$ cat src/rtl/rr_tree_pkg.sv
package rr_tree_pkg;

    // Radix of the tree and width of one group
    localparam int LEAF_W = 4;
    localparam int PTR_W  = $clog2(LEAF_W);

    // State kept per group of inputs
    typedef struct packed {
        logic [PTR_W-1:0] ptr;   // first index searched next time
        logic             lock;  // group has finished its round
    } leaf_state_t;

    // Number of grouping levels between the groups and the top node
    function automatic int tree_levels(input int nleaf);
        int lv = 0;
        int c  = nleaf;
        while (c > LEAF_W) begin
            c  = c / LEAF_W;
            lv = lv + 1;
        end
        return lv;
    endfunction

    // Node count on a given level (level 0 = group cells)
    function automatic int lvl_cnt(input int nleaf, input int lv);
        int c = nleaf;
        for (int k = 0; k < lv; k++) c = c / LEAF_W;
        return c;
    endfunction

    // Bit offset of a level inside the flattened tree vectors
    function automatic int lvl_off(input int nleaf, input int lv);
        int s = 0;
        for (int k = 0; k < lv; k++) s = s + lvl_cnt(nleaf, k);
        return s;
    endfunction

endpackage

$ cat src/rtl/rrt_prefix_fpa.sv
// Parallel-prefix fixed-priority selector: lowest set index wins,
// result gated by an enable coming from the level above.
module rrt_prefix_fpa #(
    parameter int W = 4
) (
    input  logic [W-1:0] req,
    input  logic         en,
    output logic [W-1:0] gnt
);
    localparam int STG = (W > 1) ? $clog2(W) : 0;

    // pre[s][i]: no request below i within a window of 2^s
    logic [W-1:0] pre [STG+1];

    always_comb begin
        pre[0]    = (~req) << 1;
        pre[0][0] = 1'b1;
        for (int s = 0; s < STG; s++) begin
            for (int i = 0; i < W; i++) begin
                pre[s+1][i] = pre[s][i] &
                              pre[s][(i >= (1 << s)) ? (i - (1 << s)) : i];
            end
        end
        gnt = req & pre[STG] & {W{en}};
    end

endmodule

$ cat src/rtl/rrt_leaf.sv
// Group cell: four inputs, rotating pointer and round-finished flag.
module rrt_leaf
    import rr_tree_pkg::*;
(
    input  logic              clk,
    input  logic              rst_n,
    input  logic [LEAF_W-1:0] req,
    input  logic              ack,
    input  logic              restart,
    output logic              open_req,
    output logic              up_req,
    output logic [LEAF_W-1:0] gnt
);
    leaf_state_t st_q, st_d;

    logic [LEAF_W-1:0] upper_req;
    logic [LEAF_W-1:0] pick_upper;
    logic [LEAF_W-1:0] pick_any;
    logic [LEAF_W-1:0] cand;
    logic [LEAF_W-1:0] higher;
    logic              any_req;
    logic              last;

    // requests at or above the pointer
    always_comb upper_req = req & ~((LEAF_W'(1) << st_q.ptr) - LEAF_W'(1));

    rrt_prefix_fpa #(.W(LEAF_W)) u_sel_upper (
        .req (upper_req),
        .en  (1'b1),
        .gnt (pick_upper)
    );

    rrt_prefix_fpa #(.W(LEAF_W)) u_sel_wrap (
        .req (req),
        .en  (1'b1),
        .gnt (pick_any)
    );

    always_comb begin
        any_req  = |req;
        cand     = (|upper_req) ? pick_upper : pick_any;
        higher   = req & ~(cand | (cand - LEAF_W'(1)));
        last     = ~|higher;
        open_req = any_req & ~st_q.lock;
        up_req   = any_req & (~st_q.lock | restart);
        gnt      = cand & {LEAF_W{ack}};

        st_d = st_q;
        if (ack && any_req) begin
            for (int i = 0; i < LEAF_W; i++) begin
                if (cand[i]) st_d.ptr = (i == LEAF_W - 1) ? '0 : PTR_W'(i + 1);
            end
        end
        if (restart)     st_d.lock = 1'b0;
        if (ack && last) st_d.lock = 1'b1;
    end

    always_ff @(posedge clk or negedge rst_n) begin
        if (!rst_n) st_q <= '0;
        else        st_q <= st_d;
    end

endmodule

$ cat src/rtl/rrt_upper.sv
// Stateless selection tree above the group cells.
module rrt_upper
    import rr_tree_pkg::*;
#(
    parameter int N_LEAF = 16
) (
    input  logic [N_LEAF-1:0] leaf_req,
    output logic [N_LEAF-1:0] leaf_ack
);
    localparam int LV       = tree_levels(N_LEAF);
    localparam int TOT      = lvl_off(N_LEAF, LV + 1);
    localparam int ROOT_W   = lvl_cnt(N_LEAF, LV);
    localparam int ROOT_OFF = lvl_off(N_LEAF, LV);

    logic [TOT-1:0] t_req;
    logic [TOT-1:0] t_ack;

    assign t_req[N_LEAF-1:0] = leaf_req;
    assign leaf_ack          = t_ack[N_LEAF-1:0];

    generate
        for (genvar l = 1; l <= LV; l++) begin : g_lvl
            localparam int CNT   = lvl_cnt(N_LEAF, l);
            localparam int OFF   = lvl_off(N_LEAF, l);
            localparam int OFF_C = lvl_off(N_LEAF, l - 1);
            for (genvar g = 0; g < CNT; g++) begin : g_node
                assign t_req[OFF + g] = |t_req[OFF_C + g*LEAF_W +: LEAF_W];
                rrt_prefix_fpa #(.W(LEAF_W)) u_node (
                    .req (t_req[OFF_C + g*LEAF_W +: LEAF_W]),
                    .en  (t_ack[OFF + g]),
                    .gnt (t_ack[OFF_C + g*LEAF_W +: LEAF_W])
                );
            end
        end
    endgenerate

    // top node: two or four inputs (one when there is a single group)
    rrt_prefix_fpa #(.W(ROOT_W)) u_root (
        .req (t_req[ROOT_OFF +: ROOT_W]),
        .en  (1'b1),
        .gnt (t_ack[ROOT_OFF +: ROOT_W])
    );

endmodule

$ cat src/rtl/rr_tree_arbiter.sv
module rr_tree_arbiter
    import rr_tree_pkg::*;
#(
    parameter int N_REQ = 64
) (
    input  logic             clk,
    input  logic             rst_n,
    input  logic [N_REQ-1:0] req,
    output logic [N_REQ-1:0] gnt
);
    localparam int N_LEAF = N_REQ / LEAF_W;

    logic [N_LEAF-1:0] open_v;
    logic [N_LEAF-1:0] up_v;
    logic [N_LEAF-1:0] ack_v;
    logic              restart;

    // no unfinished group has work: reopen all groups this cycle
    assign restart = ~|open_v;

    generate
        for (genvar g = 0; g < N_LEAF; g++) begin : g_leaf
            rrt_leaf u_leaf (
                .clk      (clk),
                .rst_n    (rst_n),
                .req      (req[g*LEAF_W +: LEAF_W]),
                .ack      (ack_v[g]),
                .restart  (restart),
                .open_req (open_v[g]),
                .up_req   (up_v[g]),
                .gnt      (gnt[g*LEAF_W +: LEAF_W])
            );
        end
    endgenerate

    rrt_upper #(.N_LEAF(N_LEAF)) u_upper (
        .leaf_req (up_v),
        .leaf_ack (ack_v)
    );

endmodule

$ cat config.mk
export PLATFORM = sky130hd
export DESIGN_NAME = rr_tree_arbiter
export DESIGN_NICKNAME = d
export VERILOG_FILES = /design/src/rtl/rr_tree_pkg.sv /design/src/rtl/rrt_prefix_fpa.sv /design/src/rtl/rrt_leaf.sv /design/src/rtl/rrt_upper.sv /design/src/rtl/rr_tree_arbiter.sv
export SDC_FILE = /design/constraint.sdc
export NUM_CORES = 1
export LEC_CHECK = 0
export ABC_AREA = 1
export CAP_MARGIN = 20
export CORE_MARGIN = 5
export CORE_UTILIZATION = 25
export CTS_CLUSTER_SIZE = 25
export DETAILED_ROUTE_END_ITERATION = 16
export DONT_BUFFER_PORTS = 1
export PLACE_DENSITY = 0.44
export SETUP_SLACK_MARGIN = 0.5
export SLEW_MARGIN = 10
export SYNTH_ARGS = -nofsm -noshare
export SYNTH_HDL_FRONTEND = slang
export SYNTH_SLANG_ARGS = --single-unit
$ cat constraint.sdc
create_clock -name clk -period 5.2 [get_ports clk]
set_clock_uncertainty 0.1 [all_clocks]
set_input_delay 1.04 -clock clk [delete_from_list [all_inputs] [get_ports clk]]
set_output_delay 1.04 -clock clk [all_outputs]
set_load 0.005 [all_outputs]
==> impl_metrics.tcl, run 1 <==
set metrics [dict create \
    status "finished clean" \
    syn_area_um2 4650 \
    grt_max_degree 49 \
    cts_max_level 2 \
    start_kind "primary input" \
    placed_cell_area_um2 4900 \
    rr_startpoint "g_leaf[12].u_leaf.st_q[0]" \
    period_minus_slack_ns 4.19 \
    synthTopCellsByArea "dfrtp_1, nand2_1, nor2_1" \
    die_y_um 146 \
    setup_viol 0 \
    rows 49 \
    ys_warn_count 0 \
    place_congestion 0.803 \
    crit_top_cell "nand2_1" \
    grt_pass1_wl_um 21600 \
    synth_flop_cell "dfrtp_1" \
    cp_cell_sequence "nor2_2, nand3_1, nand2_1, nand2_1, nor2_1, nand2_2, nor2_4, o21ai_1, nand2_1, inv_1, nand2_1, nand4_1, nor2_1" \
    cts_buffer_depth 2 \
    internal_power_w 0.00112 \
    drv_cap 0 \
    grt_remaining_overflow 0 \
    seq_area_frac_synth_pct 25.8 \
    rrSetupSlack_ns 2.72 \
    synth_top_area_share_pct 25.8 \
    rsz0062_at_grt "no" \
    final_core_util_pct 28.0 \
    die_x_um 146 \
    synth_area_per_cell_um2 5.80 \
    p_leak_nw 2.65 \
    drv_slew 0 \
    grt_use_total_pct 12.2 \
    critPathKind "in2out" \
    sw_frac_of_total_pct 48.3 \
    crit_fanout 13 \
    syn_inst 802 \
    io_pins 130 \
    total_power_w 0.00216 \
    timing.setup.tns_ns 0 \
    largest_reg_flops 48 \
    start_util_pct 25.6 \
    placedCellCount 1028 \
    grt_pass1_vias 4430 \
    r2r_cells 14 \
    vdd_drop_max_mv 0.170 \
    synth_fp_nets 868 \
    drt_iter0_drc 193 \
    arrival_ns 3.05 \
    reg_top3 "g_leaf.u_leaf.st_q x48" \
    drive_above_1_share_pct 7.81 \
    port-buffer-count 0 \
    path_depth 13 \
    synth.most_common_cell "nand2_1" \
    fin_nets 872 \
    regToRegEndpoint "g_leaf[12].u_leaf.st_q[2]" \
    insertion_delay_ns 0.31 \
    endpoint_kind "output port" \
    timing.final.crit_share_pct 80.7 \
    cp_num_buf_inv 1 \
    pwr_density_cell_nw_per_um2 424 \
    antenna_found_initial 0 \
    postCtsSetupBuffers 0 \
    cpPeakStageDelay_ns 0.31 \
    synth.distinct_cells 36 \
    cpLargestDelayFamily "simple AND/OR/NAND/NOR gates" \
    layoutNonFillerInstCount 1036 \
    core_um2 18100 \
    synth_edf_count 0 \
    via_per_inst 4.58 \
    final_area_um2 5080 \
    p_sw_w 0.00104 \
    via_count 4740 \
    cts_tree "built" \
    required_ns 4.06 \
    yosys.area.top_type "dfrtp_1" \
    first_pass_iters 4 \
    hold_class "in2async" \
    die_area_um2 21400 \
    yosys_register_bits 48 \
    largest-register "g_leaf.u_leaf.st_q" \
    clkSlewWorstSetupHoldPaths_ns 0.07 \
    drc 0 \
    fmax_mhz 238 \
    cts_root_buf "clkbuf_16" \
    seq_power_share_pct 27.5 \
    antenna_cells 0 \
    ctsResizeCount 0 \
    clkPwrFrac_pct 18.9 \
    ant_nets 0 \
    postCtsHoldBufs 0 \
    dp_hpwl_um 10600 \
    drt-total-wl_um 13100 \
    cts_num_sinks 48 \
    worst_pin_slew_ns 0.416 \
    numCtsBuffers 5 \
    wl_per_cell_um 12.6 \
    ys_async_sr_fraction_pct 100 \
    max_slew_margin_pct 72.1 \
    hold_viol_final 0 \
    cp_slowest_cell "nor2_4" \
    combPwrFrac_pct 53.6 \
    synth_common_cells "nand2_1, nor2_1, inv_1, dfrtp_1, o21ai_0" \
    area_growth_pct 9.36 \
]
==> routing by layer <==
metal / GRT usage, % / wire length, µm / part of all wire, % / vias up
met5: 0 / 0 / 0 / -
met4: 5.27 / 300 / 2.3 / 0
li1: - / - / - / 2543
met2: 19.6 / 5900 / 45 / 106
met1: 15.5 / 6040 / 46 / 2074
met3: 3.35 / 807 / 6.2 / 17
==> worst max-delay path by stage <==
| stage | from | to | slack [ns] |
|---|---|---|---|
| after floorplan | req[24] | gnt[52] | 1.58 |
| after global placement | req[49] | gnt[19] | 0.95 |
| after detailed placement | req[51] | gnt[60] | 0.94 |
| after CTS | req[51] | gnt[60] | 0.93 |
| after global routing | req[49] | gnt[18] | 0.64 |
| final | req[53] | gnt[18] | 1.01 |
==> final cells by class <==
class	count	area (µm²)
clock buffer	7	153
fill	2046	13100
inverter	142	533
tap	229	287
sequential	48	1200
multi-input combinational	609	2880
clock inverter	1	30.0
==> kinds of logic after synthesis <==
| logic type | Yosys count | synth area share [%] |
|---|---|---|
| AO/OA/AOI/OAI | 132 | 16.4 |
| buffers and inverters | 145 | 12.2 |
| flip-flops | 48 | 25.8 |
| AND/OR/NAND/NOR | 477 | 45.6 |
==> stage by stage <==
stage	setup WS (ns)	hold slack [ns]
6_report	1.01	0.326
5_1_grt	0.637	0.308
4_1_cts	0.930	0.309
3_5_place_dp	0.939	0.385
3_3_place_gp	0.948	0.388
2_1_floorplan	1.58	0.359
==> power by group through the flow <==
| stage | Combinational [W] | Clock (W) | Sequential (W) |
|---|---|---|---|
| CTS | 0.00118 | 0.000427 | 0.000591 |
| detailed placement | 0.00118 | 0 | 0.000596 |
| global placement | 0.00119 | 0 | 0.000603 |
| floorplan | 0.000974 | 0 | 0.000573 |
| finish | 0.00116 | 0.000408 | 0.000592 |
| global route | 0.00134 | 0.000437 | 0.000612 |
==> layout by cell type (no fill, tap or decap), drive strengths merged, types with 3 or more instances in the layout <==
cell type | netlist | final
a32oi | 5 | 5
a31oi | 17 | 17
inv | 142 | 142
clkbuf | 0 | 7
dfrtp | 48 | 48
and2 | 3 | 3
nand2 | 217 | 217
o21ai | 63 | 63
nor2 | 181 | 181
nor3 | 21 | 21
nand3 | 45 | 45
a21oi | 35 | 35
a21boi | 3 | 3
nand3b | 5 | 5
Power figures use the tool's default switching activity.
==> run 2: changes to the inputs <==
- clock period: 5.2 -> 4.3 ns (I/O delays scaled with it)
==> run 2 against run 1 <==
Effect of this change: combinational power is 33% higher; die area unchanged; sequential power grew 21%; non-clock buffer count up 16; clock-buffer cell count up 1; critical path type unchanged; highest routed layer unchanged; power grew 24%; sequential cell count is the same; core utilization grew 1.6 points; clock power about the same.
==> impl_metrics.tcl, run 2 (synthesized netlist as in run 1, its figures left out) <==
set metrics [dict create \
    status "finished clean" \
    cts_num_sinks 48 \
    fmax_mhz 276 \
    cts_root_buf "clkbuf_16" \
    die_x_um 146 \
    die_y_um 146 \
    p_sw_w 0.00132 \
    p_leak_nw 2.74 \
    grt_pass1_vias 4487 \
    clkSlewWorstSetupHoldPaths_ns 0.07 \
    grt_max_degree 49 \
    highest-signal-layer "met4" \
    rows 49 \
    drive_above_1_share_pct 13.3 \
    max_slew_margin_pct 69.5 \
    largest_reg_flops 48 \
    fillCellCount 2039 \
    critPathKind "in2out" \
    antenna_cells 0 \
    wl_per_cell_um 12.8 \
    arrival_ns 2.66 \
    worst_pin_slew_ns 0.455 \
    rsz0062_at_grt "yes" \
    combPwrFrac_pct 57.7 \
    start_util_pct 25.6 \
    crit_fanout 5 \
    startpoint "req[61]" \
    final_area_um2 5380 \
    timing.setup.tns_ns 0 \
    rrSetupSlack_ns 1.89 \
    grt_pass1_wl_um 21900 \
    via_per_inst 4.54 \
    drc 0 \
    grt_remaining_overflow 0 \
    start_kind "primary input" \
    cts_buffer_depth 2 \
    drt-total-wl_um 13500 \
    cts_max_level 2 \
    port-buffer-count 0 \
    clkPwrFrac_pct 15.3 \
    dr_wl_met3_um 875 \
    layoutNonFillerInstCount 1053 \
    area_growth_pct 15.8 \
    pwr_density_cell_nw_per_um2 495 \
    first_pass_iters 5 \
    drv_cap 0 \
    drv_slew 0 \
    io_pins 130 \
    worstSetupEndpoint "gnt[62]" \
    place_congestion 0.822 \
    required_ns 3.34 \
    drt_iter0_drc 259 \
    r2r_cells 16 \
    core_um2 18100 \
    placed_cell_area_um2 4900 \
    sw_frac_of_total_pct 49.6 \
    setup_viol 0 \
    vdd_drop_max_mv 0.162 \
    largest-register "g_leaf.u_leaf.st_q" \
    drt-met1-wl_um 6320 \
    wl_met2_um 6120 \
    endpoint_kind "output port" \
    grt_use_total_pct 12.3 \
    cts_tree "built" \
    period_minus_slack_ns 3.62 \
    hold_class "in2async" \
    regToRegEndpoint "g_leaf[12].u_leaf.st_q[2]" \
    insertion_delay_ns 0.29 \
    via_count 4783 \
    fin_nets 889 \
    dp_hpwl_um 10800 \
    antenna_found_initial 0 \
    rr_startpoint "g_leaf[10].u_leaf.st_q[0]" \
    reg_top3 "g_leaf.u_leaf.st_q x48" \
    seq_power_share_pct 27.0 \
    timing.final.crit_share_pct 84.2 \
    hold_viol_final 0 \
    layout_common_cells "nand2_1, nor2_1, inv_1" \
    numCtsBuffers 5 \
    die_area_um2 21400 \
    final_common_cell "nand2_1" \
    placedCellCount 1028 \
    ant_nets 0 \
    internal_power_w 0.00134 \
]
run 2: cell count changes in the layout (fill, tap and decap cells not counted), moves of 4 or more:
cell | previous run | this run
nor2_1 | 162 | 145
nand2_1 | 200 | 193
nor2_4 | 5 | 17
buf_4 | 0 | 14
o21ai_2 | 4 | 10
o21ai_1 | 14 | 9
nor2_2 | 12 | 17
nand2_2 | 14 | 20
nand3_4 | 0 | 4
run 2: per-layer routing:
| layer | vias to the layer above | track usage [%] |
|---|---|---|
| li1 | 2581 | - |
| met4 | 0 | 3.29 |
| met1 | 2071 | 16.2 |
| met2 | 117 | 19.9 |
| met3 | 14 | 3.53 |
| met5 | - | 0 |
run 2: timing repair:
item | CTS | global route
cloned | 0 | 1
endpoints found under the setup margin | 28 | 53
pin swaps | 3 | 9
gates resized for setup | 2 | 53
hold buffers | 0 | 0
setup buffers | 9 | 7
run 2: how the worst min path moves through the flow:
stage | start | cells after the start | to
after floorplan | g_leaf[10].u_leaf.st_q[1] | 2 | g_leaf[10].u_leaf.st_q[1]
after detailed placement | g_leaf[15].u_leaf.st_q[1] | 2 | g_leaf[15].u_leaf.st_q[1]
after CTS | rst_n | 0 | g_leaf[1].u_leaf.st_q[2]
after global routing | rst_n | 0 | g_leaf[1].u_leaf.st_q[2]
final | rst_n | 0 | g_leaf[1].u_leaf.st_q[2]
after global placement | g_leaf[15].u_leaf.st_q[1] | 2 | g_leaf[15].u_leaf.st_q[1]
run 2: area by class of cell:
class | instances | area, µm² | area share (%)
multi-input cells | 610 | 3090 | 57.3
well taps | 229 | 287 | 5.32
flip-flops and latches | 48 | 1200 | 22.3
repair buffers | 16 | 128 | 2.37
inverters | 142 | 536 | 9.95
clock buffers | 8 | 146 | 2.72
run 2: worst max-delay path, stage by stage:
cell and delay, ns:
nor2_1 0.15, nand2_1 0.11, nand2_1 0.07, nand2_1 0.08, nor2_4 0.16, nand2_4 0.11, buf_4 0.16, o21ai_2 0.13
nand2_1 0.11, nand2_2 0.09, nor2_1 0.07, nor2_4 0.14, buf_6 0.14, nand3_4 0.15, nor2_4 0.15
run 2: power by group through the flow:
stage,combinational (W),clock [W],sequential (W)
final,0.00154,0.000408,0.000719
after detailed placement,0.00142,0,0.000720
after global routing,0.00178,0.000447,0.000744
after floorplan,0.00118,0,0.000693
after CTS,0.00147,0.000437,0.000714
after global placement,0.00143,0,0.000727
run 2: per-stage QoR:
stage / utilization (%) / power (W) / setup WS (ns) / hold WS [ns]
after CTS: 28.2 / 0.00262 / 0.472 / 0.138
after global routing: 29.7 / 0.00297 / 0.447 / 0.136
after global placement: 27.0 / 0.00216 / 0.350 / 0.384
after detailed placement: 27.0 / 0.00214 / 0.368 / 0.388
after floorplan: - / 0.00187 / 1.04 / 0.359
final: 29.7 / 0.00266 / 0.678 / 0.158
==> run 3: changes to the inputs <==
- clock period: 4.3 -> 3.6 ns (I/O delays scaled with it)
==> run 3 against run 2 <==
Effect of this change: cell count up 4.8%; critical endpoint is now gnt[48]; via count up 7.9%; sequential cell count is the same; largest power group unchanged; largest cell class unchanged; critical path type unchanged.
==> impl_metrics.tcl, run 3 (synthesized netlist as in run 1, its figures left out) <==
set metrics [dict create \
    fmax_mhz 308 \
    grt_pass1_wl_um 24000 \
    critPathKind "in2out" \
    fin_nets 940 \
    cp_slowest_cell "buf_12" \
    cts_tree "built" \
    drt-total-wl_um 14800 \
    largest-register "g_leaf.u_leaf.st_q" \
    die_area_um2 21400 \
    grt_max_degree 29 \
    worst_pin_slew_ns 0.587 \
    p_leak_nw 3.04 \
    drv_cap 0 \
    drc 0 \
    area_growth_pct 40.6 \
    cp_num_buf_inv 2 \
    cts_buffer_depth 2 \
    hold_class "in2async" \
    via_count 5163 \
    cts_num_sinks 48 \
    p_sw_w 0.00201 \
    timing.final.crit_share_pct 90.2 \
    crit_fanout 7 \
    rsz0062_at_grt "yes" \
    die_y_um 146 \
    insertion_delay_ns 0.30 \
    hold_viol_final 0 \
    place_congestion 0.840 \
    combPwrFrac_pct 66.3 \
    port-buffer-count 0 \
    first_pass_iters 4 \
    period_minus_slack_ns 3.25 \
    dp_hpwl_um 11000 \
    clkSlewWorstSetupHoldPaths_ns 0.07 \
    antenna_found_initial 0 \
    drt_iter0_drc 202 \
    endpoint_kind "output port" \
    cpLargestDelayFamily "simple AND/OR/NAND/NOR gates" \
    drv_slew 0 \
    via_per_inst 4.68 \
    sw_frac_of_total_pct 49.8 \
    vdd_drop_max_mv 0.208 \
    internal_power_w 0.00202 \
    required_ns 2.78 \
    grt_remaining_overflow 0 \
    seq_power_share_pct 21.6 \
    io_pins 130 \
    rows 49 \
    cts_root_buf "clkbuf_16" \
    start_util_pct 25.6 \
    largest_reg_flops 48 \
    grt_use_total_pct 13.4 \
    cts_max_level 2 \
    status "finished clean" \
    layout_common_cells "nand2_1, inv_1, nor2_1" \
    setup_viol 0 \
    final_common_cell "nand2_1" \
    drive_above_1_share_pct 30.5 \
    antenna_cells 0 \
    grt_pass1_vias 4983 \
    start_kind "primary input" \
    core_um2 18100 \
    final_core_util_pct 36.0 \
    cp_cell_sequence "nor2_2, nand3_2, nand2_1, nand2_2, nor2_4, nand2_4, buf_12, o21ai_4, nand2_2, nand2_2, nor2_2, nor2_4, buf_4, nand3_4, nor2_4" \
    cpPeakStageDelay_ns 0.17 \
    fillCellCount 1944 \
    wl_per_cell_um 13.4 \
    pwr_density_cell_nw_per_um2 616 \
    multi_input_area_um2 3710 \
    seq_area_um2 1200 \
    arrival_ns 2.43 \
    numCtsBuffers 5 \
    max_slew_margin_pct 60.7 \
    ant_nets 0 \
    timing.setup.tns_ns 0 \
    clkPwrFrac_pct 12.1 \
    die_x_um 146 \
    reg_top3 "g_leaf.u_leaf.st_q x48" \
]
run 3: changes by cell type in the layout (fill, tap and decap cells not counted), sizes merged:
cell	previous run	this run
inv	142	140
buf	16	68
clkinvlp	0	1
clkinv	0	1
nand2	218	217
run 3: worst register-to-register path: stages (launching register included):
cell     delay [ns]
dfrtp_1        0.36
inv_1          0.14
nand2_2        0.08
nand2_2        0.08
nor2_4         0.04
nand2_4        0.12
nor2_4         0.09
buf_12         0.14
o21ai_4        0.16
nand2_4        0.11
nor2_8         0.17
nand2_8        0.12
nor2_8         0.20
nand2_8        0.11
buf_4          0.15
buf_4          0.12
buf_4          0.12
nand2_1        0.05
nand2_1        0.05
run 3: routing by layer:
layer | wire, µm | vias up | track usage [%]
met2 | 7270 | 106 | 22.9
met5 | 0 | - | 0
li1 | - | 2694 | -
met1 | 6380 | 2351 | 16.6
met4 | 156 | 0 | 3.06
met3 | 941 | 12 | 3.94
run 3: path summary, 6_finish.rpt:
kind                       slack (ns)                 startpoint  cells after the start                        to
setup / recovery                 0.35                    req[37]                     15                   gnt[48]
hold / removal                   0.13                      rst_n                      1  g_leaf[2].u_leaf.st_q[1]
setup reg to reg                 1.01  g_leaf[12].u_leaf.st_q[0]                     18  g_leaf[9].u_leaf.st_q[1]
hold reg to reg                  0.40   g_leaf[8].u_leaf.st_q[1]                      2  g_leaf[8].u_leaf.st_q[1]
max in group asynchronous        3.07                      rst_n                      1  g_leaf[9].u_leaf.st_q[1]
min in group clk                 0.40   g_leaf[8].u_leaf.st_q[1]                      2  g_leaf[8].u_leaf.st_q[1]
run 3: cell type report:
cell class	instances	area share, %
tap	229	4.38
timing repair buffer	68	9.61
clock buffer	8	2.24
sequential	48	18.4
multi-input combinational	609	56.8
inverter	142	8.60
run 3: power groups by stage:
stage | Sequential (W) | Clock (W) | Combinational (W)
after floorplan | 0.000828 | 0 | 0.00141
after global placement | 0.000873 | 0 | 0.00175
after detailed placement | 0.000866 | 0 | 0.00173
after CTS | 0.000866 | 0.000520 | 0.00235
after global routing | 0.000896 | 0.000541 | 0.00295
final | 0.000870 | 0.000488 | 0.00267
run 3: through the flow:
| step | power (W) | std cells | worst slack, ns | hold slack (ns) | area [µm²] |
|---|---|---|---|---|---|
| global placement | 0.00262 | 1033 | 0.0473 | 0.327 | 4940 |
| detailed placement | 0.00260 | 1033 | 0.0992 | 0.327 | 4940 |
| global route | 0.00439 | 1104 | 0.213 | 0.122 | 6540 |
| finish | 0.00403 | 1104 | 0.352 | 0.129 | 6540 |
| CTS | 0.00373 | 1085 | 0.362 | 0.122 | 6040 |
| floorplan | 0.00223 | 802 | 0.618 | 0.324 | 4650 |
run 3: repair_timing:
action / 4_1_cts / 5_1_grt
endpoints found under the setup margin: 60 / 62
endpoints found under the hold margin: 28 / 0
hold buffers: 2 / 0
gates resized for setup: 146 / 101
pin swaps: 36 / 46
setup buffers: 42 / 19
